===== config.mk =====
export PLATFORM = sky130hd
export DESIGN_NAME = ntd_sram
export DESIGN_NICKNAME = d
export VERILOG_FILES = /design/src/rtl/ntd_sram_pkg.sv /design/src/rtl/ntd_burst_seq.sv /design/src/rtl/ntd_slot_pipe.sv /design/src/rtl/ntd_store.sv /design/src/rtl/ntd_sram.sv
export SDC_FILE = /design/constraint.sdc
export NUM_CORES = 2
export LEC_CHECK = 0
export BUFFER_PORTS_ARGS = -buffer_cell sky130_fd_sc_hd__buf_2
export CAP_MARGIN = 40
export CORE_MARGIN = 2
export CORE_UTILIZATION = 55
export DETAILED_ROUTE_END_ITERATION = 8
export GPL_TIMING_DRIVEN = 0
export PLACE_DENSITY = 0.74
export SYNTH_ARGS = -nofsm -noshare
export SYNTH_HDL_FRONTEND = slang
export SYNTH_SLANG_ARGS = --single-unit

===== constraint.sdc =====
create_clock -name clk -period 3.39 [get_ports clk]
set_input_delay 0.339 -clock clk [delete_from_list [all_inputs] [get_ports clk]]
set_output_delay 0.339 -clock clk [all_outputs]
set_load 0.01 [all_outputs]

===== src/rtl/ntd_sram_pkg.sv =====
package ntd_sram_pkg;

    // Geometry of the modelled array
    localparam int ADDR_W  = 6;
    localparam int LANES   = 4;
    localparam int LANE_W  = 8;
    localparam int BURST_W = 2;
    localparam int DATA_W  = LANES * LANE_W;
    localparam int DEPTH   = 1 << ADDR_W;

    typedef enum logic [1:0] {
        OP_NONE  = 2'd0,
        OP_READ  = 2'd1,
        OP_WRITE = 2'd2
    } op_e;

    // One access travelling down the command pipeline
    typedef struct packed {
        op_e                op;
        logic [ADDR_W-1:0]  addr;
        logic [LANES-1:0]   be;
    } slot_t;

    // Low address bits of the n-th access of a burst
    function automatic logic [BURST_W-1:0] burst_lo(
        input logic [BURST_W-1:0] start,
        input logic [BURST_W-1:0] cnt,
        input logic               interleave
    );
        return interleave ? (start ^ cnt) : (start + cnt);
    endfunction

endpackage


===== src/rtl/ntd_burst_seq.sv =====
module ntd_burst_seq
    import ntd_sram_pkg::*;
(
    input  logic              clk,
    input  logic              rst,
    input  logic              hold_i,
    input  logic              cont_i,
    input  logic              is_read_i,
    input  logic              sel_a_n_i,
    input  logic              sel_b_i,
    input  logic              sel_c_n_i,
    input  logic              interleave_i,
    input  logic [ADDR_W-1:0] addr_i,
    input  logic [LANES-1:0]  lane_wr_n_i,
    output slot_t             cmd_o
);

    op_e                kind_q;
    logic [ADDR_W-1:0]  base_q;
    logic [BURST_W-1:0] cnt_q;
    logic [BURST_W-1:0] cnt_n;
    logic               dsel;

    always_comb begin
        dsel     = sel_a_n_i | sel_c_n_i | ~sel_b_i;
        cmd_o.be = ~lane_wr_n_i;
        if (cont_i) begin
            cnt_n      = cnt_q + 1'b1;
            cmd_o.op   = kind_q;
            cmd_o.addr = {base_q[ADDR_W-1:BURST_W],
                          burst_lo(base_q[BURST_W-1:0], cnt_n, interleave_i)};
        end else begin
            cnt_n      = '0;
            cmd_o.op   = dsel ? OP_NONE : (is_read_i ? OP_READ : OP_WRITE);
            cmd_o.addr = addr_i;
        end
    end

    always_ff @(posedge clk) begin
        if (rst) begin
            kind_q <= OP_NONE;
            base_q <= '0;
            cnt_q  <= '0;
        end else if (!hold_i) begin
            cnt_q <= cnt_n;
            if (!cont_i) begin
                kind_q <= cmd_o.op;
                base_q <= addr_i;
            end
        end
    end

    // After three steps the next continue lands on the start address again
    assert_burst_wrap_R4: assert property (@(posedge clk) disable iff (rst)
        (cont_i && cnt_q == '1) |-> (cmd_o.addr == base_q));

endmodule


===== src/rtl/ntd_slot_pipe.sv =====
module ntd_slot_pipe
    import ntd_sram_pkg::*;
(
    input  logic  clk,
    input  logic  rst,
    input  logic  hold_i,
    input  slot_t cmd_i,
    output slot_t s1_o,
    output slot_t s2_o
);

    localparam slot_t IDLE_SLOT = '{op: OP_NONE, addr: '0, be: '0};

    always_ff @(posedge clk) begin
        if (rst) begin
            s1_o <= IDLE_SLOT;
            s2_o <= IDLE_SLOT;
        end else if (!hold_i) begin
            s1_o <= cmd_i;
            s2_o <= s1_o;
        end
    end

    assert_slot_latency_R1: assert property (@(posedge clk) disable iff (rst)
        !hold_i |=> (s2_o == $past(s1_o)));

    assert_hold_freezes_R9: assert property (@(posedge clk) disable iff (rst)
        hold_i |=> ($stable(s1_o) && $stable(s2_o)));

    assert_reset_empty_R12: assert property (@(posedge clk)
        rst |=> (s1_o.op == OP_NONE && s2_o.op == OP_NONE));

endmodule


===== src/rtl/ntd_store.sv =====
module ntd_store
    import ntd_sram_pkg::*;
(
    input  logic              clk,
    input  logic              rst,
    input  logic              hold_i,
    input  op_e               rd_op_i,
    input  logic [ADDR_W-1:0] rd_addr_i,
    input  slot_t             wr_slot_i,
    input  logic [DATA_W-1:0] din_i,
    output logic [DATA_W-1:0] rd_data_o
);

    logic [DATA_W-1:0] mem [DEPTH];
    logic [DATA_W-1:0] rd_raw;
    logic [DATA_W-1:0] rd_fwd;
    logic              hit;

    assign rd_raw = mem[rd_addr_i];
    assign hit    = (wr_slot_i.op == OP_WRITE) && (wr_slot_i.addr == rd_addr_i);

    // Forward bytes arriving on this edge to a read entering its data slot
    for (genvar l = 0; l < LANES; l++) begin : g_fwd
        assign rd_fwd[l*LANE_W +: LANE_W] = (hit && wr_slot_i.be[l])
                                          ? din_i[l*LANE_W +: LANE_W]
                                          : rd_raw[l*LANE_W +: LANE_W];
    end

    always_ff @(posedge clk) begin
        if (!hold_i) begin
            if (wr_slot_i.op == OP_WRITE) begin
                for (int l = 0; l < LANES; l++) begin
                    if (wr_slot_i.be[l]) begin
                        mem[wr_slot_i.addr][l*LANE_W +: LANE_W] <= din_i[l*LANE_W +: LANE_W];
                    end
                end
            end
            if (rd_op_i == OP_READ) begin
                rd_data_o <= rd_fwd;
            end
        end
    end

    assert_hold_keeps_data_R9: assert property (@(posedge clk) disable iff (rst)
        hold_i |=> $stable(rd_data_o));

endmodule


===== src/rtl/ntd_sram.sv =====
module ntd_sram
    import ntd_sram_pkg::*;
(
    input  logic              clk,
    input  logic              rst,
    input  logic [ADDR_W-1:0] addr_i,
    input  logic              sel_a_n_i,
    input  logic              sel_b_i,
    input  logic              sel_c_n_i,
    input  logic              cont_i,
    input  logic              is_read_i,
    input  logic [LANES-1:0]  lane_wr_n_i,
    input  logic              hold_i,
    input  logic              out_en_n_i,
    input  logic              interleave_i,
    input  logic [DATA_W-1:0] din_i,
    output logic [DATA_W-1:0] dout_o,
    output logic              bus_drive_o
);

    slot_t cmd;
    slot_t s1;
    slot_t s2;

    ntd_burst_seq u_seq (
        .clk          (clk),
        .rst          (rst),
        .hold_i       (hold_i),
        .cont_i       (cont_i),
        .is_read_i    (is_read_i),
        .sel_a_n_i    (sel_a_n_i),
        .sel_b_i      (sel_b_i),
        .sel_c_n_i    (sel_c_n_i),
        .interleave_i (interleave_i),
        .addr_i       (addr_i),
        .lane_wr_n_i  (lane_wr_n_i),
        .cmd_o        (cmd)
    );

    ntd_slot_pipe u_pipe (
        .clk    (clk),
        .rst    (rst),
        .hold_i (hold_i),
        .cmd_i  (cmd),
        .s1_o   (s1),
        .s2_o   (s2)
    );

    ntd_store u_store (
        .clk       (clk),
        .rst       (rst),
        .hold_i    (hold_i),
        .rd_op_i   (s1.op),
        .rd_addr_i (s1.addr),
        .wr_slot_i (s2),
        .din_i     (din_i),
        .rd_data_o (dout_o)
    );

    assign bus_drive_o = (s2.op == OP_READ) && !out_en_n_i;

    assert_burst_keeps_op_R3: assert property (@(posedge clk) disable iff (rst)
        (!hold_i && cont_i) |=> (s1.op == $past(s1.op)));

    assert_deselect_load_R6: assert property (@(posedge clk) disable iff (rst)
        (!hold_i && !cont_i && (sel_a_n_i || sel_c_n_i || !sel_b_i))
        |=> (s1.op == OP_NONE));

endmodule


* After elaboration in Yosys (flattened, before gate mapping) *
Memories as Yosys holds them, arrays and structs flattened. A register that Yosys moved wholly into a read port is not among the register bits.
Index checks and enable logic that the tools add are counted.

storage, ports and cells
  flip-flop bits (word level) = 34
  latch bits = 0
  RAM bits = 2048
  memory bits (read-only) = 0
  input port bits = 52
  output and inout bits = 33
  word-level logic and storage cells = 47
  memories kept = 1

cells by class
  add/sub/neg operators = 2
  multiply operators = 0
  divide/modulo/power cells = 0
  $lt $le $gt $ge = 0
  equal/unequal tests = 3
  shift operators = 0
  mux-type cells = 21
  bitwise operators = 7
  reduce and logical (&&, ||, !) cells = 4

memory list
  memory       depth  width  read ports  clocked after Yosys merged registers in  write ports  RTL line         source
  u_store.mem  64     32     1           1                                        1            ntd_store.sv:14  logic [DATA_W-1:0] mem [DEPTH];

operators by type and width
  operator             number
  $mux 1               16
  $mux 2               4
  $mux 8               1
  $eq 2x1->1 const B   2
  $not 4->4            1
  $reduce_and 2->1     2
  $not 1->1            3
  $add 2x1->2 const B  1
  $add 2x2->2          1
  $eq 2x2->1 const B   1
  $or 1x1->1           2
  $xor 2x2->2          1
  $logic_and 1x1->1    1
  $logic_not 1->1      1

* Depth between registers and ports, before layout *
  depth after elaboration = 4
  gate-level depth with buffers = 11

* Modules after synthesis *
From an unflattened synthesis, not the netlist that was laid out.

second synthesis, totals
  cell total of the unflattened synthesis = 4062
  area, all modules = 82308.9 um^2

by module, submodules not included
  module         instances  cells each  area an instance (um^2)  sequential area each (um^2)
  ntd_store      1          3916        80865.1                  62459.9
  ntd_slot_pipe  1          77          869.6                    480.5
  ntd_burst_seq  1          68          561.8                    200.2
  ntd_sram       1          1           12.5                     0.0

* Worst setup path before layout *
OpenSTA, ideal clock, no wires.

  path kind = input to register
  from = input port hold_i
  to = register u_store.rd_data_o[0], read port of u_store.mem (enable)
  arrival time = 3.105 ns
  required time = 2.922 ns
  setup slack = -0.183 ns
  stages on the path = 3
  path through = buf_2 -> clkbuf_1 -> nor3b_1

on the way
  cells in the longest elaborated chain, start to end = 2

ends and longest elaborated chain
  element                     RTL line         source
  start: declaration          ntd_sram.sv:13   input logic hold_i,
  $not 1->1 (no line)         n/a
  $reduce_and 2->1 (no line)  n/a
  end: declaration            ntd_store.sv:11  output logic [DATA_W-1:0] rd_data_o

No other way between the ends.
A chain may end at the register's enable or synchronous reset.

==> results.sh <==
export IMPL_post_route_min_period_ns=3.54
export IMPL_synthesis_yosys_warnings=0
export IMPL_clock_latency_ns=0.84
export IMPL_dr_pass1_iters=6
export IMPL_worst_endpoint_arrival_ns=4.10
export IMPL_multi_input_area_mm2=0.0178
export IMPL_die_area_mm2=0.152
export IMPL_min_path_type="input pin to flip-flop"
export IMPL_synth_cells_most_frequent="sky130_fd_sc_hd__edfxtp_1, sky130_fd_sc_hd__mux2i_1, sky130_fd_sc_hd__nor2_1"
export IMPL_synth_edff_count=2080
export IMPL_clock_pin_slew_on_the_worst_setup_and_hold_paths_ns=0.06
export IMPL_netlist_area_leader_share_pct=76.0
export IMPL_synth_seq_cells=2114
export IMPL_finClkSkew_ns=0.0373
export IMPL_max_vdd_ir_drop_mv=0.476
export IMPL_gp_congestion=0.962
export IMPL_synth_cell_area_mm2=0.0822
export IMPL_final_hold_viol_count=0
export IMPL_drv_slew=0
export IMPL_worst_slew_pin_slew_ns=1.15
export IMPL_cts_inserted_buffers=201
export IMPL_routedWlPerCell_um=31.9
export IMPL_fill_cells=9818
export IMPL_startpoint_kind_of_the_worst_setup_timing_path="flip-flop"
export IMPL_synth_area_top_cells="sky130_fd_sc_hd__edfxtp_1, sky130_fd_sc_hd__mux4_2, sky130_fd_sc_hd__mux2i_1"
export IMPL_power_density_cell_area_mw_per_mm2=576
export IMPL_postCtsSetupRepairBufs=0
export IMPL_final_setup_viol_count=22
export IMPL_worst_path_buf_inv=3
export IMPL_nets=4857
export IMPL_worst_slack_ns=-0.152
export IMPL_floorplan_die_height_um=391
export IMPL_hpwl_um=153000
export IMPL_crit_path_max_fanout=10
export IMPL_synthDistinctLibCells=53
export IMPL_setup_worst_path_end_class="flip-flop"
export IMPL_antenna_violations_before_repair=9
export IMPL_globalRouteOverflowTotal=0
export IMPL_max_clock_freq_mhz=282
export IMPL_io_buffer_count=82
export IMPL_cts_sinks=2114
export IMPL_design_area_mm2=0.0938
export IMPL_cts_root_buf="sky130_fd_sc_hd__clkbuf_16"
export IMPL_largest_net_degree_at_the_start_of_global_routing=62
export IMPL_worst_stage_delay_on_the_critical_path_ns=0.62
export IMPL_tritoncts="built"
export IMPL_worst_ep_required_time_ns=3.95
export IMPL_regArea_mm2=0.0631
export IMPL_drc_violation_total_after_the_first_tritonroute_iteration=6398
export IMPL_rows=141
export IMPL_post_drt_via_cell_ratio=6.52
export IMPL_cell_by_cell_trace_of_the_critical_path="buf_6 > buf_4 > nor2b_1 > clkbuf_1 > a22oi_1 > a31oi_1 > nand3_1 > a32o_1"
export IMPL_grt_first_pass_wirelength_um=310000
export IMPL_yosysMostFrequentCell="sky130_fd_sc_hd__edfxtp_1"
export IMPL_effective_utilization_at_floorplan_pct=55.5
export IMPL_synth_nets=4370
export IMPL_num_io_pins=85
export IMPL_grt_pass1_vias=44300
export IMPL_synth_ff_type="sky130_fd_sc_hd__edfxtp_1"
export IMPL_postPlaceCellArea_mm2=0.0866
export IMPL_rsz0062_at_grt="yes"
export IMPL_cap_violations=0
export IMPL_worst_slew_margin_rel_pct=23.3
export IMPL_r2r_setup_slack_ns=-0.15
export IMPL_routed_via_count=45000
export IMPL_total_leakage_power_nw=29.5
export IMPL_area_growth_pct=14.1
export IMPL_syn_inst=4317
export IMPL_coreArea_mm2=0.148
export IMPL_crit_type="flip-flop to flip-flop"
export IMPL_max_clock_path_buffers=3
export IMPL_slowest_stage="sky130_fd_sc_hd__clkbuf_1"
export IMPL_async_reset_ff_share_pct=0
export IMPL_fraction_of_final_layout_cells_with_drive_strength_greater_than_1_pct=20.3
export IMPL_violations_in_the_final_reports="negative setup slack"
export IMPL_synth_top_area_cell="sky130_fd_sc_hd__edfxtp_1"
export IMPL_grt_use_total_pct=28.8
export IMPL_finalWirelength_um=220000
export IMPL_postRouteAntennaNets=0
export IMPL_timing_hold_ws_ns=0.0550
export IMPL_outcome="complete, but fails checks"
export IMPL_fin_crit_sh_pct=104
export IMPL_cts_max_level=4
export IMPL_remaining_drc_errors=0
export IMPL_seq_area_frac_synth_pct=76.8
export IMPL_critical_path_top_delay_family="buffers and inverters"
export IMPL_die_width_um=391
export IMPL_synthesis_area_per_instance_um2=19.0
metal layers:
| metal | global-route usage (%) | wire length (um) |
|---|---|---|
| met1 | 37.2 | 78100 |
| met2 | 45.8 | 105000 |
| met3 | 8.28 | 26200 |
| met4 | 13.0 | 10700 |
| met5 | 0 | 31 |
final cells by class:
class	instances	area share (%)
clock inverters	132	1.29
diodes	3	0.00801
clock buffers	237	5.58
flip-flops and latches	2114	67.3
multi-input cells	1933	19.0
well taps	1930	2.58
inverters	3	0.0120
plain buffers	266	1.54
repair buffers	285	2.69
metrics by stage:
step	total power [W]	TNS [ns]	setup slack [ns]	cells	util, %
finish	0.0540	-0.727	-0.152	6903	63.4
detailed placement	0.0324	-2.25	-0.471	6474	58.5
CTS	0.0540	0	0.00226	6893	63.2
global placement	0.0322	-149.01	-1.05	6329	57.4
floorplan	0.0309	0	0.948	4317	-
global route	0.0552	-0.0884	-0.0279	6901	63.3
placed cells by master, fill, tap and decap left out, types with 34 or more instances in the layout:
master,Yosys,layout
sky130_fd_sc_hd__edfxtp_1,2080,2080
sky130_fd_sc_hd__mux2i_1,493,493
sky130_fd_sc_hd__nor2_1,316,312
sky130_fd_sc_hd__mux4_2,290,290
sky130_fd_sc_hd__clkbuf_16,0,204
sky130_fd_sc_hd__buf_2,92,168
sky130_fd_sc_hd__nand2_1,168,168
sky130_fd_sc_hd__a21oi_1,151,151
sky130_fd_sc_hd__buf_4,42,149
sky130_fd_sc_hd__a22oi_1,115,115
sky130_fd_sc_hd__o22ai_1,108,108
sky130_fd_sc_hd__clkbuf_1,81,105
sky130_fd_sc_hd__nand3_1,76,76
sky130_fd_sc_hd__clkinv_1,0,56
sky130_fd_sc_hd__dlygate4sd3_1,0,51
sky130_fd_sc_hd__clkinv_2,0,34
sky130_fd_sc_hd__dfxtp_1,34,34
what timing repair did:
| action | 4_1_cts | 5_1_grt |
|---|---|---|
| cloned | 0 | 0 |
| endpoints found under the setup margin | 21 | 47 |
| pin swaps | 1 | 2 |
| endpoints found under the hold margin | 376 | 0 |
| gates resized for setup | 13 | 51 |
| hold buffers | 51 | 0 |
registers in the layout, summed over array words and instances, names as in the netlist:
register           count
u_seq.base_q           6
u_store.rd_data_o     32
u_seq.cnt_q            2
u_pipe.s2_o           12
u_seq.kind_q           2
u_pipe.s1_o           12
u_store.mem         2048
cell families (layout without fill, tap and decap cells):
kind of cell,Yosys count,in the layout,synth area share (%)
mux,785,785,14.0
compound gates,490,490,3.89
xor+xnor,9,9,0.105
simple gates,648,648,3.46
fa+ha+maj,1,1,0.0152
buf+inv,270,923,1.70
flops,2114,2114,76.8
other cells,0,3,0
where the power goes:
group | internal, W | switching [W] | total (W)
registers | 0.0287 | 0.0000143 | 0.0287
clock network | 0.0124 | 0.00964 | 0.0220
logic | 0.00112 | 0.00215 | 0.00327
total | 0.0422 | 0.0118 | 0.0540
worst paths after layout:
path,startpoint,endpoint,cells past startpoint
worst min register to register,u_seq.base_q[3],u_seq.base_q[3],2
worst max register to register,u_pipe.s1_o[4],u_store.rd_data_o[3],8
worst min-delay path,din_i[15],u_store.mem[49][15],1
worst max-delay path,u_pipe.s1_o[4],u_store.rd_data_o[3],8
worst register-to-register path, stage by stage, from the launching register on:
cell and delay [ns]:
sky130_fd_sc_hd__dfxtp_1 0.42, sky130_fd_sc_hd__buf_6 0.25, sky130_fd_sc_hd__buf_4 0.30, sky130_fd_sc_hd__nor2b_1 0.34
sky130_fd_sc_hd__clkbuf_1 0.62, sky130_fd_sc_hd__a22oi_1 0.22, sky130_fd_sc_hd__a31oi_1 0.49, sky130_fd_sc_hd__nand3_1 0.28
sky130_fd_sc_hd__a32o_1 0.37
No activity file was read; power rests on OpenSTA's default activity.
